File: src/rtl/cvp_pkg.sv
package cvp_pkg;
  typedef enum logic [1:0] {
    ACC_NONE  = 2'd0,
    ACC_ADDR  = 2'd1,
    ACC_WRITE = 2'd2
  } acc_e;

  function automatic int unsigned att_width(input int unsigned code_w);
    return $clog2(((2 ** code_w) - 1) * 3 + 1);
  endfunction
endpackage

File: src/rtl/cvp_strobe.sv
module cvp_strobe
  import cvp_pkg::*;
(
  input  logic clk,
  input  logic rst_n,
  input  logic cs_n,
  input  logic rsel,
  input  logic wr_n,
  output acc_e acc
);
  logic wr_prev_q;
  logic wr_fall;

  always_ff @(posedge clk) begin
    if (!rst_n) wr_prev_q <= 1'b1;
    else        wr_prev_q <= wr_n;
  end

  assign wr_fall = wr_prev_q & ~wr_n;

  always_comb begin
    acc = ACC_NONE;
    if (!cs_n && wr_fall) acc = rsel ? ACC_ADDR : ACC_WRITE;
  end
endmodule

File: src/rtl/cvp_regbank.sv
module cvp_regbank
  import cvp_pkg::*;
#(
  parameter int unsigned NUM_REGS = 19,
  parameter int unsigned ADDR_W   = 5,
  parameter int unsigned CODE_W   = 5,
  localparam int unsigned DATA_W  = CODE_W + 1
) (
  input  logic                         clk,
  input  logic                         rst_n,
  input  acc_e                         acc,
  input  logic [DATA_W-1:0]            data_i,
  output logic [ADDR_W-1:0]            addr_q,
  output logic [DATA_W-1:0]            rd_word,
  output logic [NUM_REGS*DATA_W-1:0]   regs_flat
);
  localparam logic [DATA_W-1:0] RST_WORD = {1'b1, {CODE_W{1'b0}}};

  logic [DATA_W-1:0] regs_q [NUM_REGS];
  logic              addr_ok;

  assign addr_ok = (32'(addr_q) < NUM_REGS);

  always_ff @(posedge clk) begin
    if (!rst_n) begin
      addr_q <= '0;
      for (int i = 0; i < NUM_REGS; i++) regs_q[i] <= RST_WORD;
    end else begin
      case (acc)
        ACC_ADDR:  addr_q <= data_i[ADDR_W-1:0];
        ACC_WRITE: if (addr_ok) regs_q[addr_q] <= data_i;
        default:   ;
      endcase
    end
  end

  assign rd_word = addr_ok ? regs_q[addr_q] : '0;

  for (genvar g = 0; g < NUM_REGS; g++) begin : g_flat
    assign regs_flat[g*DATA_W +: DATA_W] = regs_q[g];
  end
endmodule

File: src/rtl/cvp_gain_map.sv
module cvp_gain_map #(
  parameter int unsigned NUM_REGS = 19,
  parameter int unsigned CODE_W   = 5,
  parameter int unsigned ATT_W    = 7,
  localparam int unsigned DATA_W  = CODE_W + 1
) (
  input  logic                        clk,
  input  logic                        rst_n,
  input  logic [NUM_REGS*DATA_W-1:0]  regs_flat,
  output logic [NUM_REGS-1:0]         mute_o,
  output logic [NUM_REGS*ATT_W-1:0]   atten_o
);
  for (genvar g = 0; g < NUM_REGS; g++) begin : g_path
    logic [CODE_W-1:0] code;
    logic [ATT_W-1:0]  half_db;

    assign code    = regs_flat[g*DATA_W +: CODE_W];
    assign half_db = ATT_W'({code, 1'b0}) + ATT_W'(code);

    always_ff @(posedge clk) begin
      if (!rst_n) begin
        mute_o[g]                 <= 1'b1;
        atten_o[g*ATT_W +: ATT_W] <= '0;
      end else begin
        mute_o[g]                 <= regs_flat[g*DATA_W + CODE_W];
        atten_o[g*ATT_W +: ATT_W] <= half_db;
      end
    end
  end
endmodule

File: src/rtl/cvp_xcvr_ctl.sv
module cvp_xcvr_ctl (
  input  logic clk,
  input  logic rst_n,
  input  logic cs_n,
  input  logic wr_n,
  input  logic rd_n,
  output logic xcvr_en_n,
  output logic xcvr_dir
);
  always_ff @(posedge clk) begin
    if (!rst_n) begin
      xcvr_en_n <= 1'b1;
      xcvr_dir  <= 1'b0;
    end else begin
      xcvr_en_n <= ~(~cs_n & (~rd_n | ~wr_n));
      xcvr_dir  <= ~cs_n & ~rd_n;
    end
  end
endmodule

File: src/rtl/codec_vol_port.sv
module codec_vol_port
  import cvp_pkg::*;
#(
  parameter int unsigned NUM_REGS = 19,
  parameter int unsigned ADDR_W   = 5,
  parameter int unsigned CODE_W   = 5,
  localparam int unsigned DATA_W  = CODE_W + 1,
  localparam int unsigned ATT_W   = att_width(CODE_W)
) (
  input  logic                       clk,
  input  logic                       rst_n,
  input  logic                       cs_n,
  input  logic                       rsel,
  input  logic                       wr_n,
  input  logic                       rd_n,
  input  logic [DATA_W-1:0]          data_i,
  output logic [DATA_W-1:0]          data_o,
  output logic                       data_oe,
  output logic                       xcvr_en_n,
  output logic                       xcvr_dir,
  output logic [NUM_REGS-1:0]        mute_o,
  output logic [NUM_REGS*ATT_W-1:0]  atten_o
);
  acc_e                        acc;
  logic [ADDR_W-1:0]           addr_q;
  logic [DATA_W-1:0]           rd_word;
  logic [NUM_REGS*DATA_W-1:0]  regs_flat;

  cvp_strobe strobe_i (
    .clk   (clk),
    .rst_n (rst_n),
    .cs_n  (cs_n),
    .rsel  (rsel),
    .wr_n  (wr_n),
    .acc   (acc)
  );

  cvp_regbank #(
    .NUM_REGS (NUM_REGS),
    .ADDR_W   (ADDR_W),
    .CODE_W   (CODE_W)
  ) bank_i (
    .clk       (clk),
    .rst_n     (rst_n),
    .acc       (acc),
    .data_i    (data_i),
    .addr_q    (addr_q),
    .rd_word   (rd_word),
    .regs_flat (regs_flat)
  );

  cvp_gain_map #(
    .NUM_REGS (NUM_REGS),
    .CODE_W   (CODE_W),
    .ATT_W    (ATT_W)
  ) gain_i (
    .clk       (clk),
    .rst_n     (rst_n),
    .regs_flat (regs_flat),
    .mute_o    (mute_o),
    .atten_o   (atten_o)
  );

  cvp_xcvr_ctl xcvr_i (
    .clk       (clk),
    .rst_n     (rst_n),
    .cs_n      (cs_n),
    .wr_n      (wr_n),
    .rd_n      (rd_n),
    .xcvr_en_n (xcvr_en_n),
    .xcvr_dir  (xcvr_dir)
  );

  assign data_oe = ~cs_n & ~rd_n;
  assign data_o  = data_oe ? rd_word : '0;
endmodule

File: config.mk
export PLATFORM = sky130hd
export DESIGN_NAME = codec_vol_port
export DESIGN_NICKNAME = d
export VERILOG_FILES = /design/src/rtl/cvp_pkg.sv /design/src/rtl/cvp_strobe.sv /design/src/rtl/cvp_regbank.sv /design/src/rtl/cvp_gain_map.sv /design/src/rtl/cvp_xcvr_ctl.sv /design/src/rtl/codec_vol_port.sv
export SDC_FILE = /design/constraint.sdc
export NUM_CORES = 1
export LEC_CHECK = 0
export ABC_CLOCK_PERIOD_IN_PS = 2400
export BUFFER_PORTS_ARGS = -buffer_cell sky130_fd_sc_hd__buf_4
export CAP_MARGIN = 20
export CORE_MARGIN = 8
export CORE_UTILIZATION = 43
export DETAILED_ROUTE_END_ITERATION = 16
export GPL_TIMING_DRIVEN = 0
export RECOVER_POWER = 25
export SLEW_MARGIN = 20
export SYNTH_ARGS = -nofsm -noshare
export SYNTH_HDL_FRONTEND = slang
export SYNTH_SLANG_ARGS = --single-unit
File: constraint.sdc
create_clock -name clk -period 2.4 [get_ports clk]
set_input_delay 0 -clock clk [delete_from_list [all_inputs] [get_ports clk]]
set_output_delay 0 -clock clk [all_outputs]
set_load 0.01 [all_outputs]
# == After elaboration in Yosys (flattened, before gate mapping) ==
# Memories as Yosys holds them, arrays and structs flattened. A register that Yosys moved wholly into a read port is not among the register bits.
# Index checks and enable logic that the tools add are counted.
# word_totals
memories,1
ram_bits,114
word_cells,90
reg_bits,160
# classes
eq_ne,2
addsub,19
order_cmp,1
n_bitwise,8
reduce_logical,3
mux,14
# mem_list
name,depth,width,read_ports,rd_clocked_by_memory_dff,write_ports,line_no,rtl
bank_i.regs_q,19,6,20,1,19,cvp_regbank.sv:19,logic [DATA_W-1:0] regs_q [NUM_REGS];
# op_table
op,count
6-bit by 5-bit adder with 7-bit output,19
6-bit 2-to-1 mux,3
5-bit 2-to-1 mux,3
1-bit 2-to-1 mux,6
6-bit OR reduction,1
5-bit less-than comparator (second input constant),1
2-bit 2-to-1 mux,2
1-bit NOT,4
1-bit AND,3
2-bit by 1-bit equality test with 1-bit output (second input constant),1
2-bit equality test (second input constant),1
1-bit logical AND,1
1-bit logical NOT,1
1-bit OR,1

# == Logic depth before layout (Yosys ltp) ==
# logic_depth
word_depth,10
mapped_depth,7

# == Cells and area by module ==
# From an unflattened synthesis, not the netlist that was laid out.
# unflattened
cells_unflattened,1277
hier_area_um2,16276.9
# modules_own_cells
mod,seq_area_each_um2,n_inst,area_per_inst_um2,cells_per_inst
cvp_regbank,5905.7,1,8712.1,548
cvp_gain_map,3042.9,1,7398.3,713
cvp_xcvr_ctl,40.0,1,63.8,5
cvp_strobe,20.0,1,53.8,4
codec_vol_port,0.0,1,48.8,7

# == Least setup slack after synthesis ==
# OpenSTA, ideal clock, no wires.
# synth_timing
path_type,register to register
from,register strobe_i.wr_prev_q
to,memory bank_i.regs_q[1][0] in the netlist's numbering (enable)
t_arrival_ps,2143
synth_period_minus_slack_ps,2521
stages_incl_launch_ff,6
setup_slack_ps,-121
cell_sequence,dfxtp_1 -> or4b_4 -> or3_4 -> or3_4 -> buf_6 -> o21ai_0
# synth_lines
element,line_no,rtl
from (decl),cvp_strobe.sv:11,logic wr_prev_q;
from (signal assigned),cvp_strobe.sv:16,else wr_prev_q <= wr_n;
to (decl),cvp_regbank.sv:19,

==> flow_metrics.tcl <==
set metrics [dict create \
    fillCellCount 3177 \
    antenna_found_initial 2 \
    multi_input_area_sq_mm 0.007096 \
    grt_use_total 0.2016 \
    relSlewSlack 0.3107 \
    antenna_left 0 \
    worstPathRequired_ps 2400 \
    synth_edf_count 186 \
    initial_utilization 0.4365 \
    setup_tns_ps -1067 \
    vias 10900 \
    start_kind "flop" \
    num_antenna_cells 0 \
    fp.dieH_microns 209.0 \
    first_pass_iters 6 \
    status "finished, violations left" \
    ys_types 53 \
    core_sq_mm 0.03670 \
    ioPinCount 173 \
    period_minus_slack_ps 2660 \
    ir_drop_mv 0.4448 \
    wl_per_cell_microns 20.90 \
    crit_fanout 6 \
    leakagePower_nw 7.675 \
    cts-root-buf "clkbuf_16" \
    finish.net_count 1774 \
    cts_made_buffers 39 \
    fp.dieW_microns 209.0 \
    place_congestion 0.9524 \
    regArea_sq_mm 0.009015 \
    post-route-drc-count 0 \
    synth-async-reset-ratio 0 \
    yosysSeqAreaShare 0.5623 \
    fmax_mhz 375.9 \
    syn-mean-instance-area_sq_um 12.16 \
    layout-drive-gt1-share 0.1518 \
    hp-class "in -> reg" \
    critPathArrivalTime_ps 2660 \
    maxCapViolCount 0 \
    h-tree-depth 2 \
    final_hold_viol_count 0 \
    cts_tree "built" \
    synth_area_sq_mm 0.01602 \
    synth_ff_type "edfxtp_1" \
    grt_pass1_vias 11410 \
    p_per_area_mw_per_mm2 697.0 \
    clk_latency_ps 550 \
    viasPerCell 5.123 \
    grt_pass1_wl_microns 67810 \
    syn_to_final_growth_pct 25.13 \
    rsz0062_at_grt "true" \
    postLayoutCoreUtil 0.5463 \
    clock-sinks 357 \
    crit_path_end_kind "output port" \
    worstSetupPathType "reg -> out" \
    setup-violations-final 6 \
    drtIter0Drc 860 \
    grt_max_degree 24 \
    dp_hpwl_microns 32220 \
    synth-seq-cells 357 \
    row_count 70 \
    die_area_sq_mm 0.04369 \
    grt.overflow.total 0 \
    power_mw 13.97 \
    synth_warnings 0 \
    synth_cells 1317 \
    drv_slew 0 \
    tightest_slew_ps 1034 \
    fin_crit_sh 1.109 \
    fin_skew_ps 26.05 \
    port_buffers 171 \
    layout_setup_ws_ps -260.4 \
    violations "setup timing" \
    ctsLongestPathBuffers 3 \
    cts.clk_slew.worst_paths_ps 60 \
    drt_wl_total_microns 44480 \
]
==> report_power, final <==
group / internal (mW) / switching, mW
logic: 0.454 / 0.687
clock network: 3.59 / 2.46
registers: 6.65 / 0.138
==> sequential cells by signal, summed over array words and instances (netlist names), named ones only <==
name	cells
xcvr_i.xcvr_en_n	1
gain_i.mute_o	19
bank_i.regs_q	192
gain_i.atten_o	133
bank_i.addr_q	5
xcvr_i.xcvr_dir	1
strobe_i.wr_prev_q	1
==> cell usage in the layout (no fill, tap or decap), types with 6 or more instances in the layout <==
master	instances
a21o_1	19
xor2_1	19
nand2_1	33
a21oi_1	42
conb_1	78
clkbuf_8	6
clkbuf_16	45
o21a_1	38
clkbuf_4	6
ha_1	114
mux2i_1	52
a22oi_2	6
and2_1	47
or3_1	7
buf_12	11
nand3_1	7
nor3_1	70
and2_0	6
dlygate4sd3_1	12
dfxtp_1	168
clkbuf_1	156
nor2_1	113
clkinv_2	10
xnor2_1	19
nand2b_1	38
clkinvlp_4	6
nor2b_1	29
mux4_2	24
edfxtp_1	186
inv_1	101
a2111oi_4	11
buf_4	49
fa_1	19
a22oi_1	12
o21ai_4	6
==> per-stage QoR <==
stage	instances	worst slack (ps)	instance area, sq um	hold slack, ps
2_1_floorplan	1394	-108.0	16310	49.97
3_3_place_gp	2033	-821.7	18180	192.1
3_5_place_dp	2033	-832.1	18180	192.9
4_1_cts	2124	-190.4	20360	44.78
5_1_grt	2128	-294.8	20050	65.50
6_report	2128	-260.4	20050	61.19
==> routing by layer <==
layer  global-route usage  vias to the layer above  part of all wire
met1               0.2610                     5272              0.43
met3              0.04654                       86             0.076
li1                     -                     5139                 -
met4              0.06537                        4             0.034
met2               0.3312                      401              0.46
met5                    0                        -           0.00054
==> cells in the mapped netlist, drive strengths merged (18+ instances only) <==
library cell | number | share of area
nand2 | 36 | 0.0084
a21o | 19 | 0.0089
ha | 114 | 0.089
nor2b | 29 | 0.011
a22oi | 18 | 0.0084
fa | 19 | 0.024
o21a | 38 | 0.018
nor3 | 71 | 0.022
inv | 106 | 0.025
buf | 18 | 0.0077
xor2 | 19 | 0.010
edfxtp | 186 | 0.35
nand2b | 39 | 0.015
dfxtp | 171 | 0.21
mux2i | 55 | 0.034
xnor2 | 19 | 0.010
mux4 | 24 | 0.034
and2 | 54 | 0.021
a21oi | 47 | 0.015
nor2 | 113 | 0.026
clkbuf | 40 | 0.010
==> final timing paths <==
check,start,end,slack (ps),cells past startpoint
worst max-delay path,flop,data_o[3],-260,8
worst min-delay path,rsel,bank_i.regs_q[1][5],60,4
worst max register to register,strobe_i.wr_prev_q,bank_i.regs_q[1][4],30,5
worst min register to register,bank_i.regs_q[18][5],bank_i.regs_q[18][5],490,2
==> cell families (layout without fill, tap and decap cells) <==
| group | Yosys count | count (layout) | synth area share |
|---|---|---|---|
| muxes | 80 | 80 | 0.06881 |
| adders and majority gates | 133 | 133 | 0.1128 |
| and+or+nand+nor | 379 | 379 | 0.1217 |
| buffers and inverters | 165 | 431 | 0.04280 |
| xor gates and xnor gates | 38 | 38 | 0.02077 |
| AOI/OAI and AO/OA | 164 | 164 | 0.07060 |
| DFF | 357 | 357 | 0.5623 |
| other | 1 | 78 | 0.0002341 |
==> area by class of cell <==
cell class,instances,share of cell area
plain buffers,56,0.02453
clock buffers,53,0.05711
clock inverters,19,0.008364
inverters,107,0.02041
multi-input cells,872,0.3540
flip-flops and latches,357,0.4497
well taps,468,0.02921
repair buffers,195,0.05636
repair inverters,1,0.0003745
==> repair_timing <==
| item | 4_1_cts | 5_1_grt |
|---|---|---|
| endpoints found under the setup margin | 190 | 159 |
| resized for setup | 148 | 29 |
| pin swaps | 16 | 9 |
| setup buffers | 5 | 3 |
| endpoints found under the hold margin | 35 | 0 |
| gates cloned | 3 | 2 |
| hold buffers | 12 | 0 |
==> critical path, stage by stage, from the launching register on <==
cell and delay, ps:
dfxtp_4 360, buf_12 150, buf_12 140, and2_4 170, clkbuf_16 160, a22oi_2 250
a41oi_2 210, a2111oi_4 460, buf_4 200
Power figures use the tool's default switching activity.
